File: config.mk
export PLATFORM = sky130hd
export DESIGN_NAME = adc_chan_ctrl
export DESIGN_NICKNAME = d
export VERILOG_FILES = /design/src/rtl/adc_chan_pkg.sv /design/src/rtl/adc_cfg_reg.sv /design/src/rtl/adc_done_flag.sv /design/src/rtl/adc_conv_seq.sv /design/src/rtl/adc_chan_decode.sv /design/src/rtl/adc_chan_ctrl.sv
export SDC_FILE = /design/constraint.sdc
export NUM_CORES = 1
export LEC_CHECK = 0
export BUFFER_PORTS_ARGS = -buffer_cell sky130_fd_sc_hd__buf_2
export CAP_MARGIN = 40
export CORE_MARGIN = 2
export CORE_UTILIZATION = 28
export CTS_BUF_LIST = sky130_fd_sc_hd__clkbuf_2 sky130_fd_sc_hd__clkbuf_4 sky130_fd_sc_hd__clkbuf_8
export DETAILED_ROUTE_END_ITERATION = 10
export PLACE_DENSITY = 0.78
export SYNTH_ARGS = -nofsm -noshare
export SYNTH_HDL_FRONTEND = slang
export SYNTH_SLANG_ARGS = --single-unit
File: constraint.sdc
create_clock -name clk -period 2.47 [get_ports clk]
set_clock_uncertainty 0.1 [all_clocks]
set_input_delay 0.1235 -clock clk [delete_from_list [all_inputs] [get_ports clk]]
set_output_delay 0.1235 -clock clk [all_outputs]
set_load 0.005 [all_outputs]
File: src/rtl/adc_chan_pkg.sv
package adc_chan_pkg;

    localparam int REG_W   = 32;
    localparam int CODE_W  = 5;
    localparam int FLAG_B  = 7;
    localparam int IEN_B   = 6;
    localparam int DIFF_B  = 5;
    localparam int CFG_W   = CODE_W + 2;
    localparam logic [CODE_W-1:0] OFF_CODE = '1;

    typedef struct packed {
        logic              ien;
        logic              diff;
        logic [CODE_W-1:0] code;
    } cfg_t;

    typedef enum logic {
        FLG_EMPTY = 1'b0,
        FLG_DONE  = 1'b1
    } flg_state_t;

    typedef enum logic [1:0] {
        SEQ_OFF  = 2'd0,
        SEQ_IDLE = 2'd1,
        SEQ_BUSY = 2'd2
    } seq_state_t;

endpackage

File: src/rtl/adc_cfg_reg.sv
module adc_cfg_reg
    import adc_chan_pkg::*;
(
    input  logic             clk,
    input  logic             rst_n,
    input  logic             wr_en,
    input  logic [CFG_W-1:0] wr_cfg,
    output cfg_t             cfg
);

    cfg_t cfg_q;

    always_ff @(posedge clk or negedge rst_n) begin
        if (!rst_n) begin
            cfg_q.ien  <= 1'b0;
            cfg_q.diff <= 1'b0;
            cfg_q.code <= OFF_CODE;
        end else if (wr_en) begin
            cfg_q <= cfg_t'(wr_cfg);
        end
    end

    assign cfg = cfg_q;


    cfg_hold_chk: assert property (@(posedge clk) disable iff (!rst_n)
        !wr_en |=> $stable(cfg_q));

endmodule

File: src/rtl/adc_done_flag.sv
module adc_done_flag
    import adc_chan_pkg::*;
#(
    parameter bit PRIMARY = 1'b1
) (
    input  logic clk,
    input  logic rst_n,
    input  logic cmp_en,
    input  logic avg_en,
    input  logic conv_done,
    input  logic cmp_true,
    input  logic avg_done,
    input  logic cal_done,
    input  logic clr_wr,
    input  logic clr_rd,
    output logic flag
);

    flg_state_t state_q, state_d;
    logic cmp_ok, single_set, avg_set, cal_set, set_evt, clr_evt;

    // Qualification of completion events by the active modes.
    always_comb begin
        cmp_ok     = !cmp_en || cmp_true;
        single_set = !avg_en && conv_done && cmp_ok;
        avg_set    = avg_en && avg_done && cmp_ok;
        cal_set    = PRIMARY && cal_done;
        set_evt    = single_set || avg_set || cal_set;
        clr_evt    = clr_wr || clr_rd;
    end

    always_ff @(posedge clk or negedge rst_n) begin
        if (!rst_n) state_q <= FLG_EMPTY;
        else        state_q <= state_d;
    end

    always_comb begin
        state_d = state_q;
        unique case (state_q)
            FLG_EMPTY: if (set_evt)             state_d = FLG_DONE;
            FLG_DONE:  if (clr_evt && !set_evt) state_d = FLG_EMPTY;
            default:                            state_d = FLG_EMPTY;
        endcase
    end

    always_comb begin
        flag = (state_q == FLG_DONE);
    end


    set_wins_chk: assert property (@(posedge clk) disable iff (!rst_n)
        set_evt |=> flag);

    clear_chk: assert property (@(posedge clk) disable iff (!rst_n)
        (clr_evt && !set_evt) |=> !flag);

    flag_hold_chk: assert property (@(posedge clk) disable iff (!rst_n)
        (!clr_evt && !set_evt) |=> $stable(flag));

    avg_gate_chk: assert property (@(posedge clk) disable iff (!rst_n)
        (avg_en && !avg_done && !cal_done && !flag) |=> !flag);

endmodule

File: src/rtl/adc_conv_seq.sv
module adc_conv_seq
    import adc_chan_pkg::*;
(
    input  logic              clk,
    input  logic              rst_n,
    input  logic              wr_en,
    input  logic [CODE_W-1:0] wr_code,
    input  logic              cont_mode,
    input  logic              conv_done,
    output logic              conv_start
);

    seq_state_t state_q, state_d;
    logic       start_q, start_d;
    logic       wr_off;

    always_ff @(posedge clk or negedge rst_n) begin
        if (!rst_n) begin
            state_q <= SEQ_OFF;
            start_q <= 1'b0;
        end else begin
            state_q <= state_d;
            start_q <= start_d;
        end
    end

    always_comb begin
        wr_off  = (wr_code == OFF_CODE);
        state_d = state_q;
        start_d = 1'b0;
        if (wr_en) begin
            state_d = wr_off ? SEQ_OFF : SEQ_BUSY;
            start_d = !wr_off;
        end else begin
            unique case (state_q)
                SEQ_OFF:  state_d = SEQ_OFF;
                SEQ_IDLE: state_d = SEQ_IDLE;
                SEQ_BUSY: begin
                    if (conv_done) begin
                        state_d = cont_mode ? SEQ_BUSY : SEQ_IDLE;
                        start_d = cont_mode;
                    end
                end
                default:  state_d = SEQ_OFF;
            endcase
        end
    end

    always_comb begin
        conv_start = start_q;
    end


    wr_start_chk: assert property (@(posedge clk) disable iff (!rst_n)
        (wr_en && !wr_off) |=> conv_start);

    off_no_start_chk: assert property (@(posedge clk) disable iff (!rst_n)
        (wr_en && wr_off) |=> (!conv_start && state_q == SEQ_OFF));

    start_busy_chk: assert property (@(posedge clk) disable iff (!rst_n)
        conv_start |-> (state_q == SEQ_BUSY));

endmodule

File: src/rtl/adc_chan_decode.sv
module adc_chan_decode
    import adc_chan_pkg::*;
#(
    parameter int NUM_SE   = 8,
    parameter int NUM_DIFF = 4
) (
    input  cfg_t                cfg,
    output logic [NUM_SE-1:0]   sel_se,
    output logic [NUM_DIFF-1:0] sel_pair,
    output logic                sel_rsvd,
    output logic                conv_off
);

    localparam logic [CODE_W-1:0] DIFF_LIM = CODE_W'(NUM_DIFF);
    localparam logic [CODE_W-1:0] SE_LIM   = CODE_W'(NUM_SE);

    for (genvar i = 0; i < NUM_SE; i++) begin : g_se
        localparam logic [CODE_W-1:0] K = CODE_W'(i);
        assign sel_se[i] = !cfg.diff && (cfg.code == K);
    end

    for (genvar j = 0; j < NUM_DIFF; j++) begin : g_pair
        localparam logic [CODE_W-1:0] K = CODE_W'(j);
        assign sel_pair[j] = cfg.diff && (cfg.code == K);
    end

    assign sel_rsvd = cfg.diff && (cfg.code >= DIFF_LIM) && (cfg.code < SE_LIM);
    assign conv_off = (cfg.code == OFF_CODE);


    onehot_sel_chk: assert final ($onehot0({sel_se, sel_pair}));

    off_isolate_chk: assert final (!conv_off || ({sel_se, sel_pair, sel_rsvd} == '0));

endmodule

File: src/rtl/adc_chan_ctrl.sv
module adc_chan_ctrl
    import adc_chan_pkg::*;
#(
    parameter bit PRIMARY  = 1'b1,
    parameter int NUM_SE   = 8,
    parameter int NUM_DIFF = 4
) (
    input  logic                clk,
    input  logic                rst_n,
    input  logic                wr_en,
    input  logic [REG_W-1:0]    wr_data,
    output logic [REG_W-1:0]    rd_data,
    input  logic                res_rd,
    input  logic                cont_mode,
    input  logic                cmp_en,
    input  logic                avg_en,
    input  logic                conv_done,
    input  logic                cmp_true,
    input  logic                avg_done,
    input  logic                cal_done,
    output logic                irq,
    output logic                conv_start,
    output logic                conv_off,
    output logic [NUM_SE-1:0]   sel_se,
    output logic [NUM_DIFF-1:0] sel_pair,
    output logic                sel_rsvd
);

    cfg_t cfg;
    logic flag;
    logic wr_rsvd_unused;

    assign wr_rsvd_unused = ^wr_data[REG_W-1:FLAG_B];

    adc_cfg_reg u_cfg (
        .clk    (clk),
        .rst_n  (rst_n),
        .wr_en  (wr_en),
        .wr_cfg (wr_data[CFG_W-1:0]),
        .cfg    (cfg)
    );

    adc_done_flag #(.PRIMARY(PRIMARY)) u_flag (
        .clk       (clk),
        .rst_n     (rst_n),
        .cmp_en    (cmp_en),
        .avg_en    (avg_en),
        .conv_done (conv_done),
        .cmp_true  (cmp_true),
        .avg_done  (avg_done),
        .cal_done  (cal_done),
        .clr_wr    (wr_en),
        .clr_rd    (res_rd),
        .flag      (flag)
    );

    adc_conv_seq u_seq (
        .clk        (clk),
        .rst_n      (rst_n),
        .wr_en      (wr_en),
        .wr_code    (wr_data[CODE_W-1:0]),
        .cont_mode  (cont_mode),
        .conv_done  (conv_done),
        .conv_start (conv_start)
    );

    adc_chan_decode #(.NUM_SE(NUM_SE), .NUM_DIFF(NUM_DIFF)) u_dec (
        .cfg      (cfg),
        .sel_se   (sel_se),
        .sel_pair (sel_pair),
        .sel_rsvd (sel_rsvd),
        .conv_off (conv_off)
    );

    always_comb begin
        rd_data         = '0;
        rd_data[FLAG_B] = flag;
        rd_data[IEN_B]  = cfg.ien;
        rd_data[DIFF_B] = cfg.diff;
        rd_data[CODE_W-1:0] = cfg.code;
        irq             = flag && cfg.ien;
    end


    irq_rise_chk: assert property (@(posedge clk) disable iff (!rst_n)
        $rose(irq) |-> (flag && cfg.ien));

    wr_no_flag_chk: assert property (@(posedge clk) disable iff (!rst_n)
        (wr_en && !conv_done && !avg_done && !cal_done) |=> !flag);

endmodule

## Word level (Yosys, flattened, before mapping)

Cells that the tools add are included.

| word-level totals | value |
|---|---|
| output and inout bits | 48 |
| bits in registers | 11 |
| word-level logic and storage cells | 62 |

| operators by class | value |
|---|---|
| order comparisons | 2 |
| reductions and logical operators | 30 |
| eq/ne operators | 12 |
| muxes and demuxes | 11 |
| bitwise gates (word level) | 1 |

Operators with widths:

| cell | number |
|---|---|
| 5-bit by 3-bit equality test with 1-bit output, second input constant | 4 |
| 1-bit logical AND | 20 |
| 5-bit by 2-bit equality test with 1-bit output, second input constant | 2 |
| 5-bit equality test, second input constant | 2 |
| 2-bit two-way mux | 4 |
| 5-bit by 1-bit equality test with 1-bit output, second input constant | 1 |
| 5-bit by 3-bit >= comparator with 1-bit output, second input constant | 1 |
| 1-bit logical NOT | 5 |
| 5-bit logical NOT | 1 |
| 5-bit by 4-bit less-than comparator with 1-bit output, second input constant | 1 |
| 1-bit two-way mux | 5 |
| 1-bit logical OR | 4 |
| 2-bit case mux with 2 select lines | 1 |
| 3-bit inequality test, second input constant | 1 |
| 2-bit by 1-bit equality test with 1-bit output, second input constant | 1 |
| 2-bit equality test, second input constant | 1 |
| 1-bit case mux with 2 select lines | 1 |
| 1-bit inverter | 1 |

## Logic depth before layout (Yosys ltp)

Gate-level depths: netlist (run 1).

| depth | value |
|---|---|
| word-level depth | 9 |
| depth in mapped cells | 5 |

## Modules after synthesis

Synthesis (run 1) repeated with hierarchy kept, for this count alone.

| second synthesis, totals | value |
|---|---|
| cell total of the unflattened synthesis | 90 |
| area, all modules | 867.1 um^2 |

Modules (own cells, without submodules):

| module | times used | cells each | area each (um^2) | sequential area each (um^2) |
|---|---|---|---|---|
| adc_cfg_reg | 1 | 15 | 297.8 | 181.4 |
| adc_chan_ctrl | 1 | 27 | 197.7 | 0.0 |
| adc_conv_seq | 1 | 20 | 183.9 | 75.1 |
| adc_chan_decode | 1 | 23 | 131.4 | 0.0 |
| adc_done_flag | 1 | 5 | 56.3 | 25.0 |

## Worst setup path after synthesis (run 1)

OpenSTA, ideal clock, no wires.

| timing | value |
|---|---|
| path type | register -> output |
| from | register u_cfg.cfg_q, in the netlist u_cfg.cfg[5] |
| to | output sel_se[1] |
| required time | 2247 ps |
| arrival | 1099 ps |
| setup slack | 1147 ps |
| stages on the path, launching flop included | 3 |
| cells stage by stage | dfrtp_1 -> or4_4 -> nor2_1 |

| between the ends | value |
|---|---|
| longest elaborated chain between the ends | 2 |

RTL lines:

| what | line | source |
|---|---|---|
| start: declaration | adc_cfg_reg.sv:11 | `cfg_t cfg_q;` |
| start signal: assignment | adc_cfg_reg.sv:19 | `cfg_q <= cfg_t'(wr_cfg);` |
| 1-bit logical NOT | adc_chan_decode.sv:19 | `assign sel_se[i] = !cfg.diff && (cfg.code == K);` |
| 1-bit logical AND | adc_chan_decode.sv:19 |  |
| end: declaration | adc_chan_ctrl.sv:24 | `output logic [NUM_SE-1:0] sel_se,` |

No other way between the ends.

## Worst setup path after layout (run 1)

| timing | value |
|---|---|
| from | register u_cfg.cfg_q, in the netlist u_cfg.cfg[5] |
| to | output sel_se[0] |

The elaborated chain is that of the path after synthesis.

==> impl_results.md, run 1 <==
- Routability congestion estimate: 0.6903
- NetSw: 134.1 uW
- Yosys synthesis warning count: 0
- Tcrit/Tclk final: 0.7024
- Hold Crit Class: in -> reg
- Comb pwr share: 0.238
- # clock sinks: 11
- Most frequent cell after synthesis: buf_4
- Area grow syn2layout: 29.55%
- ANT cells: 0
- Register area share after synthesis: 0.3499
- Synth top area share: 0.2333
- Slowest cell on the critical path: or4_4
- HPWL after DPL: 1348 um
- FF-to-FF setup slack: 1190 ps
- H-tree depth: 1
- Post-Route WL: 1646 um
- Post-synthesis cell count: 91
- Clock power share: 0.284
- P_leak: 0.0005571 uW
- Synth Cell Area: 804.5 um^2
- Max VDD drop: 220.0 uV
- Vias per inst: 4.082
- Core box area: 2734 um^2
- Drt drc: 0
- Final ANT Viol Nets: 0
- Cells after DPL: 160
- P per Cell Area: 448.8 nW/um^2
- R2R cell count: 5
- Largest net degree at the start of global routing: 13
- Outcome: completed
- Synth unique cells: 25
- Crit Path Category: reg -> out
- Worst-path clk slew: 70 ps
- CP Cell Sequence: or4_4 -> nor3_2 -> buf_2
- GRT Util Overall: 0.1037
- TritonCTS clock tree: yes
- Layout cell share with drive strength beyond 1: 0.4214
- Fin. Hold Viols: 0
- EDFF count, synth: 0
- Most instantiated cells after synthesis: buf_4 (25), nor2_1 (15), dfrtp_1 (6), mux2_2 (6), dfstp_2 (5)
- Endpoints failing setup: 0
- # rows: 19
- Clock latency on the worst-skew pair: 260 ps
- Top-level port count: 91
- Dominant synthesized flop cell: dfrtp_1
- Max cap viols: 0
- Die area: 3318 um^2
- Vert. Die Dim: 57.61 um
- Initial drt markers: 22
- DR pass1 iterations: 3
- Pint: 333.6 uW
- Max Clock Freq: 576.4 MHz
- Clk buf depth: 2
- Final period demand of the worst path: 1735 ps
- Worst setup path end: sel_se[0]
- R2R Path Start: u_seq.state_q[0]
- Routed len/inst: 9.626 um
- IO buf count: 41
- Total number of vias: 698
- Vias in the first global route: 598
- Worst path max stage delay: 590 ps
- Net Sw Frac: 0.2867
- Initial antenna violation count: 0
- Leading area contributor after synthesis: buf_4
- Post-CTS Resized: 0
- Grt ovf: 0
- Final Max Slew Viols: 0
- Mean Syn Cell Area: 8.841 um^2
- Crit end category: output port
- Part of the power in registers: 0.478
- Required time worst endpoint: 2250 ps
- Hold path depth: 2
- Placed Area: 942.2 um^2
- Critical Path AT: 1510 ps
- First-pass GRT wire length: 2642 um
- FF-to-FF End: u_seq.state_q[0]
- Die width: 57.61 um
- Layout Cells excl Fill: 171
- Final instance area: 1042 um^2
- RSZ-0062 raised after global routing: no
- Startpoint Class: flop
- Top cells by area, synth: buf_4 (23%), dfrtp_1 (19%), dfstp_2 (16%), mux2_2 (8.4%), nor2_1 (7.0%)
- Setup_tns: 0 ps
- FFs w/ async S/R, synth: 1.000
- Setup crit start: u_cfg.cfg[5]
- # nets final: 186
- CP max FO: 6
- #FFs+latches synth: 11
- Total CTS buffers: 3
- Starting Density: 0.2943
- Root buffer cell: clkbuf_4
==> metrics by stage <==
stage	util	hold WS (ps)	setup WS, ps	power [uW]
3_3_place_gp	0.3446	-95.41	1038	327.5
2_1_floorplan	-	-272.1	1147	309.7
6_report	0.3812	15.14	735.1	467.8
3_5_place_dp	0.3446	-90.01	1022	330.5
5_1_grt	0.3812	9.901	652.2	505.3
4_1_cts	0.3812	5.526	717.1	477.4
==> power by group through the flow <==
stage | registers, uW | logic (uW) | clock network [uW]
4_1_cts | 224 | 112 | 142
3_5_place_dp | 227 | 104 | 0
6_report | 224 | 111 | 133
5_1_grt | 228 | 127 | 150
3_3_place_gp | 226 | 101 | 0
2_1_floorplan | 224 | 85.3 | 0
==> state kept, by name, summed over array words and instances, names as in the netlist <==
| name | cells |
|---|---|
| u_flag.flag | 1 |
| u_seq.state_q | 2 |
| u_cfg.cfg | 7 |
| u_seq.conv_start | 1 |
==> worst min-delay path by stage <==
stage / start / endpoint / slack, ps
after detailed placement: rst_n / u_seq.state_q[0] / -90
after global placement: rst_n / u_seq.state_q[0] / -100
after floorplan: rst_n / u_cfg.cfg[5] / -270
after CTS: wr_data[4] / u_cfg.cfg[4] / 6
final: wr_data[4] / u_cfg.cfg[4] / 20
after global routing: wr_data[4] / u_cfg.cfg[4] / 10
==> final cells by class <==
cell class,count,area [um^2]
fill,273,1692
multi-input combinational,74,405.4
sequential,11,281.5
timing repair buffer,48,275.3
tap,31,38.79
clock buffer,4,30.03
inverter,3,11.26
==> layout by cell type, fill, tap and decap left out <==
| master | synthesis | layout |
|---|---|---|
| buf_2 | 1 | 41 |
| conb_1 | 1 | 24 |
| nor2_1 | 15 | 15 |
| dlygate4sd3_1 | 0 | 7 |
| mux2_2 | 6 | 6 |
| dfrtp_1 | 6 | 6 |
| dfstp_2 | 5 | 5 |
| clkbuf_4 | 0 | 4 |
| inv_1 | 3 | 3 |
| nand2_1 | 3 | 3 |
| nor3_1 | 3 | 3 |
| nand2b_1 | 3 | 3 |
| o21ai_0 | 3 | 3 |
| nand3b_1 | 2 | 2 |
| nor2b_1 | 2 | 2 |
| a21oi_1 | 2 | 2 |
| ha_1 | 2 | 2 |
| or4_4 | 1 | 1 |
| nor3_2 | 1 | 1 |
| and3_2 | 1 | 1 |
| nand3_1 | 1 | 1 |
| mux2i_1 | 1 | 1 |
| and2_1 | 1 | 1 |
| nand4_1 | 1 | 1 |
| a31oi_1 | 1 | 1 |
| o22ai_1 | 1 | 1 |
==> routing by layer <==
metal	GRT usage	wire length, um
met1	0.1336	691
met2	0.1705	841
met3	0.01361	112
met4	0.04983	0
met5	0	0
==> what timing repair did <==
action,in CTS,in global routing
setup buffers,0,0
endpoints found under the hold margin,17,0
hold buffers,7,0
==> kinds of logic after synthesis <==
logic type               count (synthesis)  share of synthesized area
AO/OA/AOI/OAI                            7                    0.04666
AND/OR/NAND/NOR                         34                     0.2177
other                                    1                   0.004661
multiplexers                             7                    0.09642
adder cells (fa/ha/maj)                  2                    0.03110
buffers and inverters                   29                     0.2535
flip-flops                              11                     0.3499
==> critical path, delay by kind of cell (launching register included) <==
| kind | cells | cell delay (ps) |
|---|---|---|
| flip-flops | 1 | 420 |
| buffers and inverters | 1 | 130 |
| AND/OR/NAND/NOR | 2 | 700 |
No activity file was read; power rests on OpenSTA's default activity.
==> run 2: changes to the inputs <==
==> constraint.sdc (replaced) <==
create_clock -name clk -period 1.66 [get_ports clk]
set_clock_uncertainty 0.1 [all_clocks]
set_input_delay 0.083 -clock clk [delete_from_list [all_inputs] [get_ports clk]]
set_output_delay 0.083 -clock clk [all_outputs]
set_load 0.005 [all_outputs]
==> run 2 against run 1 <==
Wire length rose by 2.4%; critical path type unchanged; worst hold slack barely moved; largest cell class unchanged; clock power rose by 48%; critical endpoint unchanged; non-clock buffer count rose by 3; sequential power rose by 48%; design area rose by 2.6%.
==> impl_results.md, run 2 (synthesis results as in run 1) <==
- Layout cell share with drive strength beyond 1: 0.4196 (-0.001848)
- Initial antenna violation count: 0 (unchanged)
- Fin. Hold Viols: 0 (unchanged)
- Worst-path clk slew: 70 ps (about the same)
- Vias in the first global route: 616 (+3.0%)
- # rows: 19 (unchanged)
- H-tree depth: 1 (unchanged)
- Crit end category: output port
- Final core occ: 0.3913 (+0.01007)
- Outcome: completed
- Hold Crit Class: in -> reg
- IO buf count: 41 (unchanged)
- Startpoint Class: flop
- Root buffer cell: clkbuf_4
- RSZ-0062 raised after global routing: yes
- Post-CTS Resized: 0 (unchanged)
- Required time worst endpoint: 1480 ps (-770 ps)
- Max Clock Freq: 608.7 MHz
- First-pass GRT wire length: 2697 um (+2.1%)
- ANT cells: 0 (unchanged)
- Clock latency on the worst-skew pair: 260 ps (about the same)
- Worst setup path end: sel_se[0]
- Tcrit/Tclk final: 0.9897
- Grt ovf: 0 (unchanged)
- Post-Route WL: 1686 um (+2.4%)
- Largest net degree at the start of global routing: 13 (unchanged)
- Final ANT Viol Nets: 0 (unchanged)
- Initial drt markers: 21 (-4.5%)
- Total number of vias: 703 (+0.72%)
- DR pass1 iterations: 2 (-1)
- HPWL after DPL: 1348 um (unchanged)
- FF-to-FF setup slack: 380 ps (-810 ps)
- Total CTS buffers: 3 (unchanged)
- Critical Path AT: 1460 ps (-50 ps)
- Commonest non-fill, non-tap cells in the layout: buf_2 (41), conb_1 (24), nor2_1 (15)
- Cells after DPL: 160 (unchanged)
- FF-to-FF End: u_seq.state_q[0]
- Max FFs per register: 7 (unchanged)
- Layout Cells excl Fill: 174 (+1.8%)
- CP max FO: 4 (-2)
- Final Max Slew Viols: 0 (unchanged)
- Vert. Die Dim: 57.61 um (unchanged)
- P per Cell Area: 656.7 nW/um^2 (+46%)
- Routability congestion estimate: 0.6903 (unchanged)
- Max cap viols: 0 (unchanged)
- Routed len/inst: 9.690 um (+0.66%)
- # nets final: 189 (+1.6%)
- Crit Path Category: reg -> out
- Commonest non-fill, non-tap cell in the layout: buf_2
- Vias per inst: 4.040 (-1.0%)
- Final period demand of the worst path: 1643 ps
- Top-level port count: 91 (unchanged)
- Endpoints failing setup: 0 (unchanged)
- Area grow syn2layout: 32.97%
- # clock sinks: 11 (unchanged)
- Core box area: 2734 um^2 (unchanged)
- Clk buf depth: 2 (unchanged)
- P_leak: 0.0005702 uW (+2.4%)
- R2R Path Start: u_seq.state_q[0]
- R2R cell count: 5 (unchanged)
- Die width: 57.61 um (unchanged)
- Setup crit start: u_cfg.cfg[5]
- GRT Util Overall: 0.1060 (+0.002345)
- Max VDD drop: 351.4 uV (+60%)
- TritonCTS clock tree: yes
- Starting Density: 0.2943 (unchanged)
- Die area: 3318 um^2 (unchanged)
- Drt drc: 0 (unchanged)
-- run 2: cell types whose count changed in the layout (fill, tap and decap cells not counted), sizes merged --
cell         delta
dlygate4sd3     +2
buf             +1
-- run 2: worst max-delay path: stages, from the launching register on --
cell	delay, ps
dfrtp_1	380
or4_4	570
nor3_2	110
buf_2	130
-- run 2: through the flow --
stage,total power (uW),setup WS (ps),area [um^2],hold WS (ps),setup TNS (ps)
after floorplan,460.9,377.7,890.9,-312.6,0
after global placement,487.3,268.2,942.2,-135.9,0
after detailed placement,491.7,252.4,942.2,-130.5,0
after CTS,717.8,0.2447,1070,17.84,0
after global routing,759.8,-44.97,1070,26.65,-140.6
final,702.5,17.15,1070,15.00,0
-- run 2: layout make-up --
cell class	instances	area [um^2]
fillers	273	1664
multi-input cells	74	405.4
repair buffers	51	302.8
flip-flops and latches	11	281.5
well taps	31	38.79
clock buffers	4	30.03
inverters	3	11.26
-- run 2: worst min-delay path by stage --
| stage | startpoint | to | slack (ps) | depth (start not counted) |
|---|---|---|---|---|
| after CTS | cmp_true | u_flag.flag | 20 | 3 |
| after global placement | rst_n | u_seq.state_q[0] | -140 | 1 |
| after detailed placement | rst_n | u_seq.state_q[0] | -130 | 1 |
| after floorplan | rst_n | u_cfg.cfg[5] | -310 | 0 |
| final | cmp_true | u_flag.flag | 10 | 3 |
| after global routing | cmp_true | u_flag.flag | 30 | 3 |
-- run 2: metal layers --
layer  vias up  track usage  part of all wire
met5         -            0                 0
met4         0      0.04983                 0
met3         0      0.01361             0.066
met2        31       0.1786              0.52
met1       315       0.1336              0.42
li1        357            -                 -
-- run 2: where the power goes --
| part | leakage [uW] | switching (uW) | internal, uW |
|---|---|---|---|
| registers | 0.000122 | 27.9 | 303 |
| clock network | 0.0000184 | 87.5 | 109 |
| logic | 0.000430 | 84.6 | 90.2 |
| total | 0.000570 | 200 | 502 |
-- run 2: what timing repair did --
action                                 4_1_cts  5_1_grt
buffers inserted                             1        0
hold buffers                                 9        0
pin swaps                                    0        0
setup endpoints to repair                    4        4
endpoints found under the hold margin       19        0
==> run 3: changes to the inputs <==
--- a/config.mk
+++ b/config.mk
@@ -5,13 +5,13 @@
 export SDC_FILE = /design/constraint.sdc
 export NUM_CORES = 1
 export LEC_CHECK = 0
-export BUFFER_PORTS_ARGS = -buffer_cell sky130_fd_sc_hd__buf_2
 export CAP_MARGIN = 40
 export CORE_MARGIN = 2
 export CORE_UTILIZATION = 28
 export CTS_BUF_LIST = sky130_fd_sc_hd__clkbuf_2 sky130_fd_sc_hd__clkbuf_4 sky130_fd_sc_hd__clkbuf_8
 export DETAILED_ROUTE_END_ITERATION = 10
-export PLACE_DENSITY = 0.78
+export DONT_BUFFER_PORTS = 1
+export PLACE_DENSITY = 0.5
 export SYNTH_ARGS = -nofsm -noshare
 export SYNTH_HDL_FRONTEND = slang
 export SYNTH_SLANG_ARGS = --single-unit
==> run 3 against run 2 <==
Maximum frequency up 1.4%; sequential cell count unchanged; sequential power up 3%; worst setup slack better by 23 ps; worst hold slack better by 4.5 ps; clock power about the same; largest cell class unchanged; largest power group unchanged.
==> impl_results.md, run 3 (synthesis results as in run 1) <==
- # nets final: 155 (-18%)
- Post-Route WL: 1720 um (+2.0%)
- Max transition margin: 0.6576
- H-tree depth: 1 (unchanged)
- Final instance area: 940.9 um^2 (-12%)
- Required time worst endpoint: 1480 ps (about the same)
- # clock sinks: 11 (unchanged)
- Max Clock Freq: 617.2 MHz (+1.4%)
- TritonCTS clock tree: yes
- Part of the power in registers: 0.506 (+0.035)
- Placed Area: 737.0 um^2 (-22%)
- Crit Path Category: reg -> out
- Routed len/inst: 12.29 um (+27%)
- Post-CTS Setup Bufs: 0 (-1)
- Net Sw Frac: 0.2843 (-0.0003586)
- Hold Crit Class: in -> reg
- ANT cells: 0 (unchanged)
- Total CTS buffers: 3 (unchanged)
- First-pass GRT wire length: 2608 um (-3.3%)
- Max cap viols: 0 (unchanged)
- P per Cell Area: 713.9 nW/um^2 (+8.7%)
- NetSw: 191.0 uW (-4.5%)
- Total number of vias: 616 (-12%)
- Commonest non-fill, non-tap cells in the layout: conb_1 (24), dlygate4sd3_1 (17), nor2_1 (14)
- Area grow syn2layout: 16.95%
- Hold path depth: 3 (unchanged)
- Initial antenna violation count: 0 (unchanged)
- Pint: 480.7 uW (-4.3%)
- Endpoints failing setup: 0 (unchanged)
- Final Max Slew Viols: 0 (unchanged)
- Initial drt markers: 11 (-48%)
- Vias per inst: 4.400 (+8.9%)
- Final core occ: 0.3442 (-0.04714)
- Layout cell share with drive strength beyond 1: 0.1835 (-0.2361)
- HPWL after DPL: 1211 um (-10%)
- GRT Util Overall: 0.1065 (+0.0004690)
- Max FFs per register: 7 (unchanged)
- Comb pwr share: 0.204 (-0.045)
- Vert. Die Dim: 57.61 um (unchanged)
- R2R cell count: 5 (unchanged)
- Tcrit/Tclk final: 0.9761 (-0.01359)
- Starting Density: 0.2943 (unchanged)
- Worst-path clk slew: 70 ps (about the same)
- Final hold slack: 19.53 ps (+4.539 ps)
- Crit end category: output port
- Clk buf depth: 2 (unchanged)
- Drt drc: 0 (unchanged)
- Routability congestion estimate: 0.6578 (-4.7%)
- Outcome: completed
- RSZ-0062 raised after global routing: yes
- IO buf count: 0 (-100%)
- P_leak: 0.0004154 uW (-27%)
- Critical Path AT: 1440 ps (-20 ps)
- CP max FO: 6 (+2)
- Worst Tran Pin Value: 511.9 ps
- Clock latency on the worst-skew pair: 260 ps (about the same)
- Die area: 3318 um^2 (unchanged)
- Final ANT Viol Nets: 0 (unchanged)
- Max VDD drop: 504.2 uV (+43%)
- Top-level port count: 91 (unchanged)
- Core box area: 2734 um^2 (unchanged)
- Root buffer cell: clkbuf_4
- DR pass1 iterations: 2 (unchanged)
- Fin. Hold Viols: 0 (unchanged)
- Grt ovf: 0 (unchanged)
- Clock power share: 0.290 (+0.010)
- Startpoint Class: flop
- Vias in the first global route: 557 (-9.6%)
- Die width: 57.61 um (unchanged)
- Largest net degree at the start of global routing: 13 (unchanged)
- Final period demand of the worst path: 1620 ps (-22.55 ps)
- Commonest non-fill, non-tap cell in the layout: conb_1
- # rows: 19 (unchanged)
## run 3: repair_timing
action,in CTS,in global routing
hold buffers,17,0
gates resized for setup,0,2
endpoints found under the hold margin,22,0
endpoints found under the setup margin,0,4
## run 3: metal layers
layer / share of wire / routed length, um / GRT usage
met1: 0.35 / 609 / 0.1083
met2: 0.53 / 911 / 0.1997
met3: 0.11 / 190 / 0.04082
met4: 0.0052 / 9 / 0.02990
met5: 0 / 0 / 0
## run 3: through the flow
stage          worst slack [ps]  setup TNS, ps  instances  total power, uW
2_1_floorplan             377.7              0        114            460.9
3_3_place_gp              306.7              0        119            429.7
3_5_place_dp              306.1              0        119            435.2
4_1_cts                   11.53              0        140            679.8
5_1_grt                  -5.733         -10.73        140            713.9
6_report                  39.70              0        140            671.7
## run 3: final cells by class
| class | count | area [um^2] |
|---|---|---|
| inverters | 3 | 11.26 |
| flip-flops and latches | 11 | 282.8 |
| clock buffers | 4 | 30.03 |
| well taps | 31 | 38.79 |
| repair buffers | 17 | 170.2 |
| fillers | 296 | 1793 |
| multi-input cells | 74 | 407.9 |
## run 3: worst max-delay path: stages (launching register included)
cell and delay [ps]:
dfrtp_2 440, or4_4 580, nor2_1 160
## run 3: final timing paths
path	from	end	slack, ps
setup reg to reg	u_seq.state_q[0]	u_seq.state_q[0]	350
hold reg to reg	u_cfg.cfg[0]	u_cfg.cfg[0]	460
min in group asynchronous	rst_n	u_seq.state_q[0]	110
hold / removal	cont_mode	u_seq.state_q[0]	20
max in group asynchronous	rst_n	u_cfg.cfg[5]	990
setup / recovery	u_cfg.cfg[5]	sel_se[3]	40
## run 3: power groups by stage
| stage | Clock (uW) | Sequential [uW] | Combinational (uW) |
|---|---|---|---|
| detailed placement | 0 | 345 | 90.1 |
| global route | 212 | 346 | 156 |
| floorplan | 0 | 334 | 127 |
| global placement | 0 | 344 | 86.0 |
| CTS | 205 | 341 | 134 |
| finish | 195 | 340 | 137 |
